<file path="src/rtl/pgs_pkg.sv">
package pgs_pkg;
  localparam int RAILS   = 2;
  localparam int RAIL_LO = 0;  // 3.3 V rail, always monitored
  localparam int RAIL_HI = 1;  // 5 V rail, ignored in independent mode

  typedef struct packed {
    logic uv;
    logic ov;
  } fault_t;
endpackage

</file>
<file path="src/rtl/pgs_sync_edge.sv">
module pgs_sync_edge #(
  parameter int STAGES = 2
) (
  input  logic clk,
  input  logic rst_n,
  input  logic async_in,
  output logic toggle
);
  logic [STAGES-1:0] chain;
  logic              last;

  always_ff @(posedge clk or negedge rst_n) begin
    if (!rst_n) begin
      chain <= '0;
      last  <= 1'b0;
    end else begin
      chain <= {chain[STAGES-2:0], async_in};
      last  <= chain[STAGES-1];
    end
  end

  assign toggle = chain[STAGES-1] ^ last;
endmodule

</file>
<file path="src/rtl/pgs_arm_timer.sv">
module pgs_arm_timer #(
  parameter int BLANK_TICKS = 6144
) (
  input  logic clk,
  input  logic rst_n,
  input  logic tick,
  input  logic en,
  output logic armed
);
  localparam int CW = $clog2(BLANK_TICKS + 1);
  localparam logic [CW-1:0] LAST = CW'(BLANK_TICKS - 1);

  logic [CW-1:0] cnt;

  always_ff @(posedge clk or negedge rst_n) begin
    if (!rst_n) begin
      cnt   <= '0;
      armed <= 1'b0;
    end else if (!en) begin
      cnt   <= '0;
      armed <= 1'b0;
    end else if (tick && !armed) begin
      if (cnt == LAST) armed <= 1'b1;
      else             cnt   <= cnt + 1'b1;
    end
  end
endmodule

</file>
<file path="src/rtl/pgs_reset_timer.sv">
module pgs_reset_timer #(
  parameter int RST_TICKS = 32000
) (
  input  logic clk,
  input  logic rst_n,
  input  logic tick,
  input  logic good,
  output logic released
);
  localparam int CW = $clog2(RST_TICKS + 1);
  localparam logic [CW-1:0] LAST = CW'(RST_TICKS - 1);

  logic [CW-1:0] cnt;

  always_ff @(posedge clk or negedge rst_n) begin
    if (!rst_n) begin
      cnt      <= '0;
      released <= 1'b0;
    end else if (!good) begin
      cnt      <= '0;
      released <= 1'b0;
    end else if (tick && !released) begin
      if (cnt == LAST) released <= 1'b1;
      else             cnt      <= cnt + 1'b1;
    end
  end
endmodule

</file>
<file path="src/rtl/pgs_fault_latch.sv">
module pgs_fault_latch
  import pgs_pkg::*;
(
  input  logic   clk,
  input  logic   rst_n,
  input  fault_t set_in,
  input  logic   clr,
  output fault_t state
);
  always_ff @(posedge clk or negedge rst_n) begin
    if (!rst_n) begin
      state <= '0;
    end else begin
      state.uv <= set_in.uv | (state.uv & ~clr);
      state.ov <= set_in.ov | (state.ov & ~clr);
    end
  end
endmodule

</file>
<file path="src/rtl/pgood_supervisor.sv">
module pgood_supervisor
  import pgs_pkg::*;
#(
  parameter int RST_TICKS   = 32000,
  parameter int BLANK_TICKS = 6144,
  parameter int SYNC_STAGES = 2
) (
  input  logic             clk,
  input  logic             rst_n,
  input  logic             osc_tick,
  input  logic [RAILS-1:0] rail_en,
  input  logic [RAILS-1:0] rail_ok,
  input  logic [RAILS-1:0] rail_uv,
  input  logic [RAILS-1:0] rail_ov,
  input  logic             indep_mode,
  input  logic             stop_n,
  input  logic             run_req,
  output logic             sys_reset_n,
  output logic             fault_off,
  output logic [RAILS-1:0] lowside_force
);
  logic [RAILS-1:0] armed;
  logic             stop_tgl, run_tgl, clr_pulse;
  logic             mon_good;
  fault_t           fset, fstate;

  for (genvar r = 0; r < RAILS; r++) begin : g_arm
    pgs_arm_timer #(.BLANK_TICKS(BLANK_TICKS)) u_arm (
      .clk(clk), .rst_n(rst_n), .tick(osc_tick),
      .en(rail_en[r]), .armed(armed[r])
    );
  end

  pgs_sync_edge #(.STAGES(SYNC_STAGES)) u_stop_sync (
    .clk(clk), .rst_n(rst_n), .async_in(stop_n), .toggle(stop_tgl)
  );
  pgs_sync_edge #(.STAGES(SYNC_STAGES)) u_run_sync (
    .clk(clk), .rst_n(rst_n), .async_in(run_req), .toggle(run_tgl)
  );
  assign clr_pulse = stop_tgl | run_tgl;

  always_comb begin
    fset.uv = |(armed & rail_uv);
    fset.ov = |rail_ov;
  end

  pgs_fault_latch u_latch (
    .clk(clk), .rst_n(rst_n), .set_in(fset), .clr(clr_pulse), .state(fstate)
  );

  assign mon_good = indep_mode ? rail_ok[RAIL_LO] : (&rail_ok);

  pgs_reset_timer #(.RST_TICKS(RST_TICKS)) u_rst (
    .clk(clk), .rst_n(rst_n), .tick(osc_tick), .good(mon_good),
    .released(sys_reset_n)
  );

  assign fault_off     = fstate.uv;
  assign lowside_force = {RAILS{fstate.uv | fstate.ov}};
endmodule

</file>
<file path="config.mk">
export PLATFORM = sky130hd
export DESIGN_NAME = pgood_supervisor
export DESIGN_NICKNAME = d
export VERILOG_FILES = /design/src/rtl/pgs_pkg.sv /design/src/rtl/pgs_sync_edge.sv /design/src/rtl/pgs_arm_timer.sv /design/src/rtl/pgs_reset_timer.sv /design/src/rtl/pgs_fault_latch.sv /design/src/rtl/pgood_supervisor.sv
export SDC_FILE = /design/constraint.sdc
export NUM_CORES = 1
export LEC_CHECK = 0
export BUFFER_PORTS_ARGS = -buffer_cell sky130_fd_sc_hd__buf_2
export CAP_MARGIN = 20
export CORE_ASPECT_RATIO = 1.2
export CORE_MARGIN = 2
export CORE_UTILIZATION = 40
export DETAILED_ROUTE_END_ITERATION = 6
export PLACE_DENSITY_LB_ADDON = 0.05
export SLEW_MARGIN = 40
export SYNTH_ARGS = -nofsm -noshare
export SYNTH_HDL_FRONTEND = slang
export SYNTH_SLANG_ARGS = --single-unit
</file>
<file path="constraint.sdc">
create_clock -name clk -period 1.85 [get_ports clk]
set_input_delay 0.37 -clock clk [delete_from_list [all_inputs] [get_ports clk]]
set_output_delay 0.37 -clock clk [all_outputs]
set_load 0.01 [all_outputs]
</file>
Yosys cells after proc, flatten, opt, wreduce, memory -nomap -nowiden
Cells that the tools add are included.
{"block": "totals", "word_cells": 71, "regBits": 52, "in_bits": 14, "output_inout_bits": 4}
{"block": "classes", "n_mux": 19, "add_sub_neg": 3, "n_reduce_logical": 15, "bitwise": 10, "n_eq_ne": 12}
{"op": "13-bit 2-to-1 mux", "n": 6}
{"op": "15-bit 2-to-1 mux", "n": 3}
{"op": "13-bit by 1-bit adder with 13-bit output (second input constant)", "n": 2}
{"op": "13-bit == test (second input constant)", "n": 2}
{"op": "15-bit by 1-bit adder with 15-bit output (second input constant)", "n": 1}
{"op": "15-bit == test (second input constant)", "n": 1}
{"op": "2-bit AND reduction", "n": 7}
{"op": "1-bit 2-to-1 mux", "n": 10}
{"op": "2-bit != test (second input constant)", "n": 5}
{"op": "2-bit by 1-bit != test with 1-bit output (second input constant)", "n": 4}
{"op": "1-bit bitwise OR", "n": 4}
{"op": "2-bit OR reduction", "n": 2}
{"op": "1-bit logical AND", "n": 3}
{"op": "1-bit zero test", "n": 3}
{"op": "1-bit AND", "n": 2}
{"op": "2-bit AND", "n": 1}
{"op": "1-bit bitwise XOR", "n": 2}
{"op": "1-bit inverter", "n": 1}

Depth between registers and ports, before layout
Gate-level depths: netlist of run 1.
{"block": "depth", "word_depth": 5, "ltp_mapped": 6, "depth_no_buf": 5}

Cells and area by module
A second synthesis of run 1 with hierarchy kept.
{"block": "hier_totals", "cells_unflattened": 272, "hier_area_um2": 2691.3}
{"module": "pgs_arm_timer", "n_inst": 2, "area_each_um2": 767.0, "cells_each": 82, "seq_area_each_um2": 350.3}
{"module": "pgs_reset_timer", "n_inst": 1, "area_each_um2": 878.3, "cells_each": 89, "seq_area_each_um2": 400.4}
{"module": "pgs_sync_edge", "n_inst": 2, "area_each_um2": 83.8, "cells_each": 4, "seq_area_each_um2": 75.1}
{"module": "pgs_fault_latch", "n_inst": 1, "area_each_um2": 68.8, "cells_each": 5, "seq_area_each_um2": 50.0}
{"module": "pgood_supervisor", "n_inst": 1, "area_each_um2": 42.5, "cells_each": 6, "seq_area_each_um2": 0.0}

Worst setup path after synthesis of run 1
No wires, ideal clock.
{"block": "synth_timing", "kind": "flip-flop to flip-flop", "from": "register g_arm[1].u_arm.cnt[0]", "to": "register g_arm[1].u_arm.cnt[7]", "path_buffers": 0, "path_slack_ns": 0.061, "path_stages_with_launch": 6, "synth_period_minus_slack_ns": 1.789, "required_ns": 1.770, "setup_ns": 0.080, "t_arrival_ns": 1.708, "cell_sequence": "dfrtp_1 ha_1 nand3_1 o41ai_4 or4_2 a21oi_1"}
{"block": "synth_between", "elab_chain_len": 4, "elab_cells_between_ends": 7, "classes_between": "1 x add/sub; 2 x eq/ne; 3 x mux; 1 x reduce/logical"}
{"element": "from (decl)", "line_no": "pgs_arm_timer.sv:13", "rtl": "logic [CW-1:0] cnt;"}
{"element": "from (signal assigned)", "line_no": "pgs_arm_timer.sv:24", "rtl": "else cnt <= cnt + 1'b1;"}
{"element": "13-bit by 1-bit adder with 13-bit output", "line_no": "pgs_arm_timer.sv:24"}
{"element": "13-bit 2-to-1 mux", "line_no": "pgs_arm_timer.sv:23", "rtl": "if (cnt == LAST) armed <= 1'b1;"}
{"element": "13-bit 2-to-1 mux", "line_no": "pgs_arm_timer.sv:22", "rtl": "end else if (tick && !armed) begin"}
{"element": "13-bit 2-to-1 mux", "line_no": "pgs_arm_timer.sv:19", "rtl": "end else if (!en) begin"}
Parallel ways exist; a longest one is shown, timed or not. The select of a mux whose other input is x is not followed.
A chain may end at the register's enable or synchronous reset.

Worst setup path in the final report of run 1
Same ends and word-level chain as after synthesis.

==> flow_metrics.py, run 1 <==
metrics = {
    "outcome": {
        "status": "finished, final reports clean",
    },
    "sta": {
        "fmax_ghz": 0.5651,
        "period_share": 0.9565,
        "finalSetupViolCount": 0,
        "skew_ps": 8.537,
        "rsz0062_at_grt": "true",
        "slew_headroom": 0.6717,
        "worstMarginPinSlew_ps": 492.4,
        "setup_tns_ps": 0,
        "final-hold-violation-count": 0,
        "fin_crit_ps": 1770,
        "drv_slew": 0,
    },
    "global_routing": {
        "grt_usage": 0.1655,
        "busiest_layer": "met2",
        "use_met3": 0.02703,
        "met1_usage": 0.2198,
        "grt_first_pass_wirelength_mm": 9.653,
        "antenna_found_initial": 0,
        "grt_pass1_vias": 2033,
        "grt_overflow": 0,
        "grt_start_max_net_pins": 34,
        "grt.met2_usage": 0.2773,
    },
    "critical_path": {
        "critPathRequiredTime_ps": 2080,
        "critPathArrivalTime_ps": 2000,
        "end_kind": "register",
        "path_class": "register to register",
        "crit_path_max_fanout": 6,
        "crit_path_start_kind": "register",
    },
    "hold_path": {
        "hp-class": "input pin to async pin",
    },
    "finish": {
        "n_antenna_cell": 0,
        "seq_area_um2": 1301,
        "final_cell_mix": "52 x dfrtp_1, 26 x buf_4, 25 x a21oi_1",
        "stdcell_area_um2": 3132,
        "multiInputGateArea_um2": 1294,
        "drive_gt1_frac": 0.2290,
        "syn_to_final_growth_pct": 18.51,
        "nNetsFinal": 326,
        "fillCellCount": 638,
        "layout_commonest_cell": "dfrtp_1",
    },
    "yosys": {
        "synth_edf_count": 0,
        "ys_ff_latch": 52,
        "yosysUniqueCellTypes": 47,
        "ys.warnings.count": 0,
        "syn_area_um2": 2643,
        "postSynthAreaPerCell_um2": 9.934,
        "async_reset_ff_frac": 1.000,
        "syn_inst": 266,
        "yosysSeqAreaShare": 0.4924,
        "syn_nets": 283,
        "synth_ff_type": "dfrtp_1",
    },
    "clock_network": {
        "cts_sinks": 52,
        "cts.reportedPaths.clkPinSlew_ps": 100,
        "cts_tree": "done",
        "numCtsBuffers": 5,
        "htreeDepth": 2,
        "insertion_delay_ps": 300,
        "cts-root-buf": "clkbuf_8",
        "clockBufferDepth": 2,
    },
    "floorplanning": {
        "die_x_um": 78.20,
        "fp.dieH_um": 93.04,
        "io_pins": 18,
        "core-area_um2": 6406,
        "num_rows": 32,
        "die_area_um2": 7275,
        "start_util": 0.4125,
    },
    "detailed_routing": {
        "drcViolationCount": 0,
        "drtIter0Drc": 78,
        "ant_nets": 0,
        "routedWlPerCell_um": 13.88,
        "wl_mm": 5.484,
        "viasPerCell": 5.461,
        "drt_pass1_iterations": 4,
        "via_count": 2157,
    },
    "placement": {
        "io_buffers": 17,
        "place_area_um2": 2969,
        "routabilityCongestion": 0.7393,
        "place_hpwl_mm": 3.928,
    },
    "pwr": {
        "p_sw_uw": 474.2,
        "power.density_nw_per_um2": 637.1,
        "power.leakage_nw": 1.309,
        "pwr-share-seq": 0.586,
        "p_sw_frac": 0.2377,
        "total_power_mw": 1.995,
        "pwr-share-clk": 0.334,
        "combPwrFrac": 0.080,
        "ir_drop_mv": 0.4197,
        "p_int_mw": 1.521,
    },
    "job": {
        "drv_cap": 0,
    },
}
[cells in the mapped netlist, types with 2 or more instances]
| master | count | area (µm²) |
|---|---|---|
| nand3_1 | 18 | 90.09 |
| clkbuf_1 | 4 | 15.01 |
| buf_6 | 2 | 22.52 |
| nor3_1 | 3 | 15.01 |
| or2b_1 | 2 | 15.01 |
| inv_1 | 9 | 33.78 |
| o211a_1 | 2 | 20.02 |
| xnor2_1 | 3 | 26.28 |
| nor2_1 | 10 | 37.54 |
| nand2_1 | 23 | 86.33 |
| o41ai_4 | 2 | 55.05 |
| mux2i_1 | 3 | 30.03 |
| or3_1 | 9 | 56.30 |
| o311ai_0 | 2 | 17.52 |
| a21oi_1 | 27 | 135.1 |
| nand4_1 | 8 | 50.05 |
| or3_2 | 3 | 22.52 |
| o21ai_0 | 16 | 80.08 |
| nor4_1 | 6 | 37.54 |
| o31ai_1 | 13 | 97.59 |
| xor2_1 | 5 | 43.79 |
| o211ai_1 | 3 | 22.52 |
| or4_2 | 2 | 17.52 |
| dfrtp_1 | 52 | 1301 |
| nand2b_1 | 3 | 18.77 |
| ha_1 | 3 | 37.54 |
| and4_1 | 2 | 17.52 |
| or4_1 | 12 | 90.09 |
[power by group through the flow]
stage / combinational [mW] / sequential [mW] / clock [mW]
final: 0.159 / 1.17 / 0.667
after global routing: 0.184 / 1.17 / 0.749
after CTS: 0.152 / 1.17 / 0.704
after detailed placement: 0.151 / 1.19 / 0
after global placement: 0.151 / 1.19 / 0
after floorplan: 0.0731 / 1.19 / 0
[worst max-delay path: stages, from the launching register on]
cell	delay [ps]
dfrtp_1	400
ha_2	200
nand3_2	90
o41ai_4	100
buf_4	160
or4_2	620
a21oi_2	140
[metal layers]
layer  share of wire  wire length, µm
met5               0                0
met4           0.013               69
met3           0.020              108
met2            0.49             2706
met1            0.47             2600
[final timing paths]
path	from	to	slack, ps	cells past startpoint
max reg2reg	g_arm[1].u_arm.cnt[0]$_DFFE_PN0P_	g_arm[1].u_arm.cnt[7]$_DFFE_PN0P_	80	6
min reg2reg	u_stop_sync.chain[0]$_DFF_PN0_	u_stop_sync.chain[1]$_DFF_PN0_	360	0
max in group asynchronous	rst_n	u_latch.state[0]$_DFF_PN0_	1280	2
min in group clk	stop_n	u_stop_sync.chain[0]$_DFF_PN0_	170	1
max	g_arm[1].u_arm.cnt[0]$_DFFE_PN0P_	g_arm[1].u_arm.cnt[7]$_DFFE_PN0P_	80	6
min	rst_n	g_arm[0].u_arm.cnt[2]$_DFFE_PN0P_	20	1
[per-stage QoR]
stage            util  setup WS, ps  std cells  hold slack (ps)
6_report       0.4889         80.50        395            17.16
5_1_grt        0.4889        0.8011        395            57.02
4_1_cts        0.4787         26.87        391            32.40
3_5_place_dp   0.4635         8.829        383            345.7
3_3_place_gp   0.4635         44.30        383            333.2
2_1_floorplan       -         61.48        266            74.41
[layout make-up]
class	count	area share
Clock buffer	6	0.02637
Clock inverter	2	0.003196
Inverter	10	0.01199
Multi-Input combinational cell	196	0.4131
Sequential cell	52	0.4155
Tap cell	85	0.03396
Timing Repair Buffer	44	0.09589
[sequential cells by signal (all words and copies together), names as in the netlist]
name,flops
g_arm.u_arm.cnt,26
u_rst.cnt,15
g_arm.u_arm.armed,2
u_latch.state,2
u_run_sync.chain,2
u_stop_sync.chain,2
u_rst.released,1
u_run_sync.last,1
u_stop_sync.last,1
[timing repair]
| action | CTS | global route |
|---|---|---|
| pin swaps | 0 | 2 |
| hold endpoints to repair | 0 | 0 |
| gates resized for setup | 1 | 9 |
| setup endpoints to repair | 1 | 15 |
| gates cloned | 0 | 0 |
| buffers inserted | 0 | 5 |
| hold buffers | 0 | 0 |
[logic make-up after synthesis]
family,Yosys count,share of synthesized area
mux,3,0.01136
xor+xnor,8,0.02652
flops,52,0.4924
fa+ha+maj,3,0.01421
buf+inv,18,0.03314
compound gates,70,0.1771
simple gates,112,0.2453
Note: power is estimated with default switching activity, not from simulation.
==> run 2: changes to the inputs <==
ABC_AREA = 1   (was unset)
==> run 2 against run 1 <==
Worst hold slack better by 10 ps. Sequential share of layout area down 2.0 points. Die area up 14%. Core utilization decreased by 3.7 points. Sequential power hardly changed. Fmax grew 9.1%. Non-clock buffer count fell by 24. Area after synthesis increased by 15%. Clock skew is 2.4 ps higher. Critical path depth grew 2. Count of clock-buffer cells in the layout is 1 lower. Largest cell class is now multi-input combinational cells. Largest power group unchanged. Highest routed layer unchanged.
==> flow_metrics.py, run 2 <==
metrics = {
    "outcome": {
        "status": "finished, final reports clean",
    },
    "yosys": {
        "postSynthAreaPerCell_um2": 7.400,
        "synth_top_family_by_area": "simple AND/OR/NAND/NOR gates",
        "ys.warnings.count": 0,
        "synth-simple-area-share": 0.3882,
        "syn_area_um2": 3027,
        "synthMuxAreaShare": 0,
        "synth_ff_type": "dfrtp_1",
        "yosys.area.top_type": "dfrtp_1",
        "synth_area_leaders": "dfrtp_1 43%, nand2_1 15%, nand3_1 8.4%",
        "syn_inst": 409,
        "synth_compound_area_frac": 0.06697,
        "yosysSeqAreaShare": 0.4299,
        "synth_top_area_frac": 0.4299,
        "synth_xor_area_frac": 0.02894,
        "synth_edf_count": 0,
        "synthTopCellsByCount": "119 x nand2_1, 52 x dfrtp_1, 51 x nand3_1",
        "syn_nets": 426,
        "yosysUniqueCellTypes": 32,
        "yosysMostFrequentCell": "nand2_1",
        "async_reset_ff_frac": 1.000,
        "ys_ff_latch": 52,
        "synth_adder_area_share": 0.01240,
    },
    "critical_path": {
        "critPathArrivalTime_ps": 1810,
        "rr_endpoint": "g_arm[0].u_arm.cnt[12]$_DFFE_PN0P_",
        "end_kind": "register",
        "critPathRequiredTime_ps": 2030,
        "r2r_cells": 8,
        "crit_path_start_kind": "register",
        "r2r-start": "g_arm[0].u_arm.cnt[1]$_DFFE_PN0P_",
        "r2r_slack_ps": 230,
        "path_class": "register to register",
        "crit_path_max_fanout": 15,
    },
    "global_routing": {
        "use_met3": 0.02490,
        "busiest_layer": "met2",
        "grt_start_max_net_pins": 53,
        "grt_overflow": 0,
        "grt_usage": 0.1619,
        "grt_first_pass_wirelength_mm": 11.27,
        "grt.met2_usage": 0.2680,
        "antenna_found_initial": 0,
        "grt_pass1_vias": 2446,
        "met1_usage": 0.2202,
    },
    "finish": {
        "nNetsFinal": 445,
        "final_util": 0.4520,
        "layout_commonest_cell": "nand2_1",
        "largest_register_ff_count": 26,
        "syn_to_final_growth_pct": 8.640,
        "fin_cells": 519,
        "fillCellCount": 763,
        "drive_gt1_frac": 0.1305,
        "largestRegisters": "g_arm.u_arm.cnt: 26 flops, u_rst.cnt: 15 flops",
        "multiInputGateArea_um2": 1503,
        "final_cell_mix": "119 x nand2_1, 52 x dfrtp_1, 51 x nand3_1",
        "n_antenna_cell": 0,
        "largest-register": "g_arm.u_arm.cnt",
        "seq_area_um2": 1301,
    },
    "pwr": {
        "p_sw_uw": 512.3,
        "combPwrFrac": 0.072,
        "power.density_nw_per_um2": 602.3,
        "pwr-share-clk": 0.339,
        "power.leakage_nw": 1.590,
        "ir_drop_mv": 0.2638,
        "pwr-share-seq": 0.590,
        "p_int_mw": 1.468,
        "p_sw_frac": 0.2587,
    },
    "clock_network": {
        "cts.reportedPaths.clkPinSlew_ps": 100,
        "htreeDepth": 2,
        "cts_sinks": 52,
        "numCtsBuffers": 5,
        "cts.repair.resized": 0,
        "hold_buffers": 0,
        "postCtsSetupRepairBufs": 0,
        "clockBufferDepth": 2,
        "cts_tree": "done",
        "insertion_delay_ps": 310,
        "cts-root-buf": "clkbuf_8",
    },
    "floorplanning": {
        "fp.dieH_um": 99.29,
        "die_x_um": 83.41,
        "num_rows": 34,
        "start_util": 0.4161,
        "core-area_um2": 7274,
        "die_area_um2": 8281,
        "io_pins": 18,
    },
    "detailed_routing": {
        "drcViolationCount": 0,
        "ant_nets": 0,
        "viasPerCell": 4.961,
        "via_count": 2575,
        "drt_pass1_iterations": 4,
        "routedWlPerCell_um": 11.95,
        "drtIter0Drc": 67,
        "wl_mm": 6.204,
    },
    "placement": {
        "place_inst": 511,
        "routabilityCongestion": 0.8467,
        "io_buffers": 17,
        "place_hpwl_mm": 4.520,
    },
    "sta": {
        "setup_tns_ps": 0,
        "rsz0062_at_grt": "false",
        "fmax_ghz": 0.6165,
        "worstMarginPinSlew_ps": 404.6,
        "period_share": 0.8767,
        "skew_ps": 10.91,
        "finalSetupViolCount": 0,
        "drv_slew": 0,
        "slew_headroom": 0.7293,
        "fin_crit_ps": 1622,
        "final-hold-violation-count": 0,
    },
    "hold_path": {
        "hp-class": "input pin to async pin",
    },
    "job": {
        "drv_cap": 0,
    },
}
-- run 2: cell count changes after synthesis, sizes merged, moves of 6 or more --
cell   previous run  this run
a21oi            27         3
inv               9        43
nand4             9        16
o21ai            17        31
or3              12         0
nand3            18        52
o31ai            13         0
or4              14         0
nor4              6         0
nor2             10        49
nand2            23       129
-- run 2: cell families after synthesis --
family	Yosys count
xor+xnor	10
simple gates	255
compound gates	38
flops	52
buf+inv	51
fa+ha+maj	3
-- run 2: cell type report --
cell class,count,share of cell area
clock buffers,5,0.02093
clock inverters,3,0.006469
inverters,43,0.04909
multi-input cells,306,0.4570
flip-flops and latches,52,0.3957
well taps,90,0.03425
repair buffers,20,0.03653
-- run 2: worst max-delay path, cell delays in order, from the launching register on --
cell	delay [ps]
dfrtp_1	380
ha_1	160
nand2_1	90
nor2_2	180
nand2_2	100
nor2_4	140
nand2_2	60
nand2_2	230
o21ai_0	140
-- run 2: metrics by stage --
stage	hold slack (ps)	setup WS (ps)	cell area, µm²	total power, mW
2_1_floorplan	74.41	405.8	3027	1.272
3_3_place_gp	332.3	275.2	3198	1.336
3_5_place_dp	338.1	209.2	3198	1.338
4_1_cts	47.30	212.9	3288	2.027
5_1_grt	58.86	67.48	3288	2.087
6_report	27.20	228.0	3288	1.980
-- run 2: per-layer routing --
layer  routed length, µm  vias up
li1                    -     1361
met1                3135     1175
met2                2836       33
met3                 159        6
met4                  72        0
met5                   0        -
-- run 2: how the worst max path moves through the flow --
stage / cells after the start / to / slack [ps] / start
floorplan: 9 / u_rst.cnt[8]$_DFFE_PN0P_ / 410 / u_rst.cnt[0]$_DFFE_PN0P_
global placement: 9 / u_rst.cnt[0]$_DFFE_PN0P_ / 280 / u_rst.cnt[1]$_DFFE_PN0P_
detailed placement: 8 / g_arm[0].u_arm.cnt[12]$_DFFE_PN0P_ / 210 / g_arm[0].u_arm.cnt[0]$_DFFE_PN0P_
CTS: 8 / g_arm[0].u_arm.cnt[12]$_DFFE_PN0P_ / 210 / g_arm[0].u_arm.cnt[1]$_DFFE_PN0P_
global route: 7 / u_rst.cnt[0]$_DFFE_PN0P_ / 70 / u_rst.cnt[0]$_DFFE_PN0P_
finish: 8 / g_arm[0].u_arm.cnt[12]$_DFFE_PN0P_ / 230 / g_arm[0].u_arm.cnt[1]$_DFFE_PN0P_
-- run 2: power groups by stage --
stage	Clock, mW	Sequential (mW)	Combinational [mW]
5_1_grt	0.749	1.17	0.166
4_1_cts	0.711	1.17	0.148
3_5_place_dp	0	1.19	0.148
3_3_place_gp	0	1.19	0.147
2_1_floorplan	0	1.19	0.0843
6_report	0.671	1.17	0.142
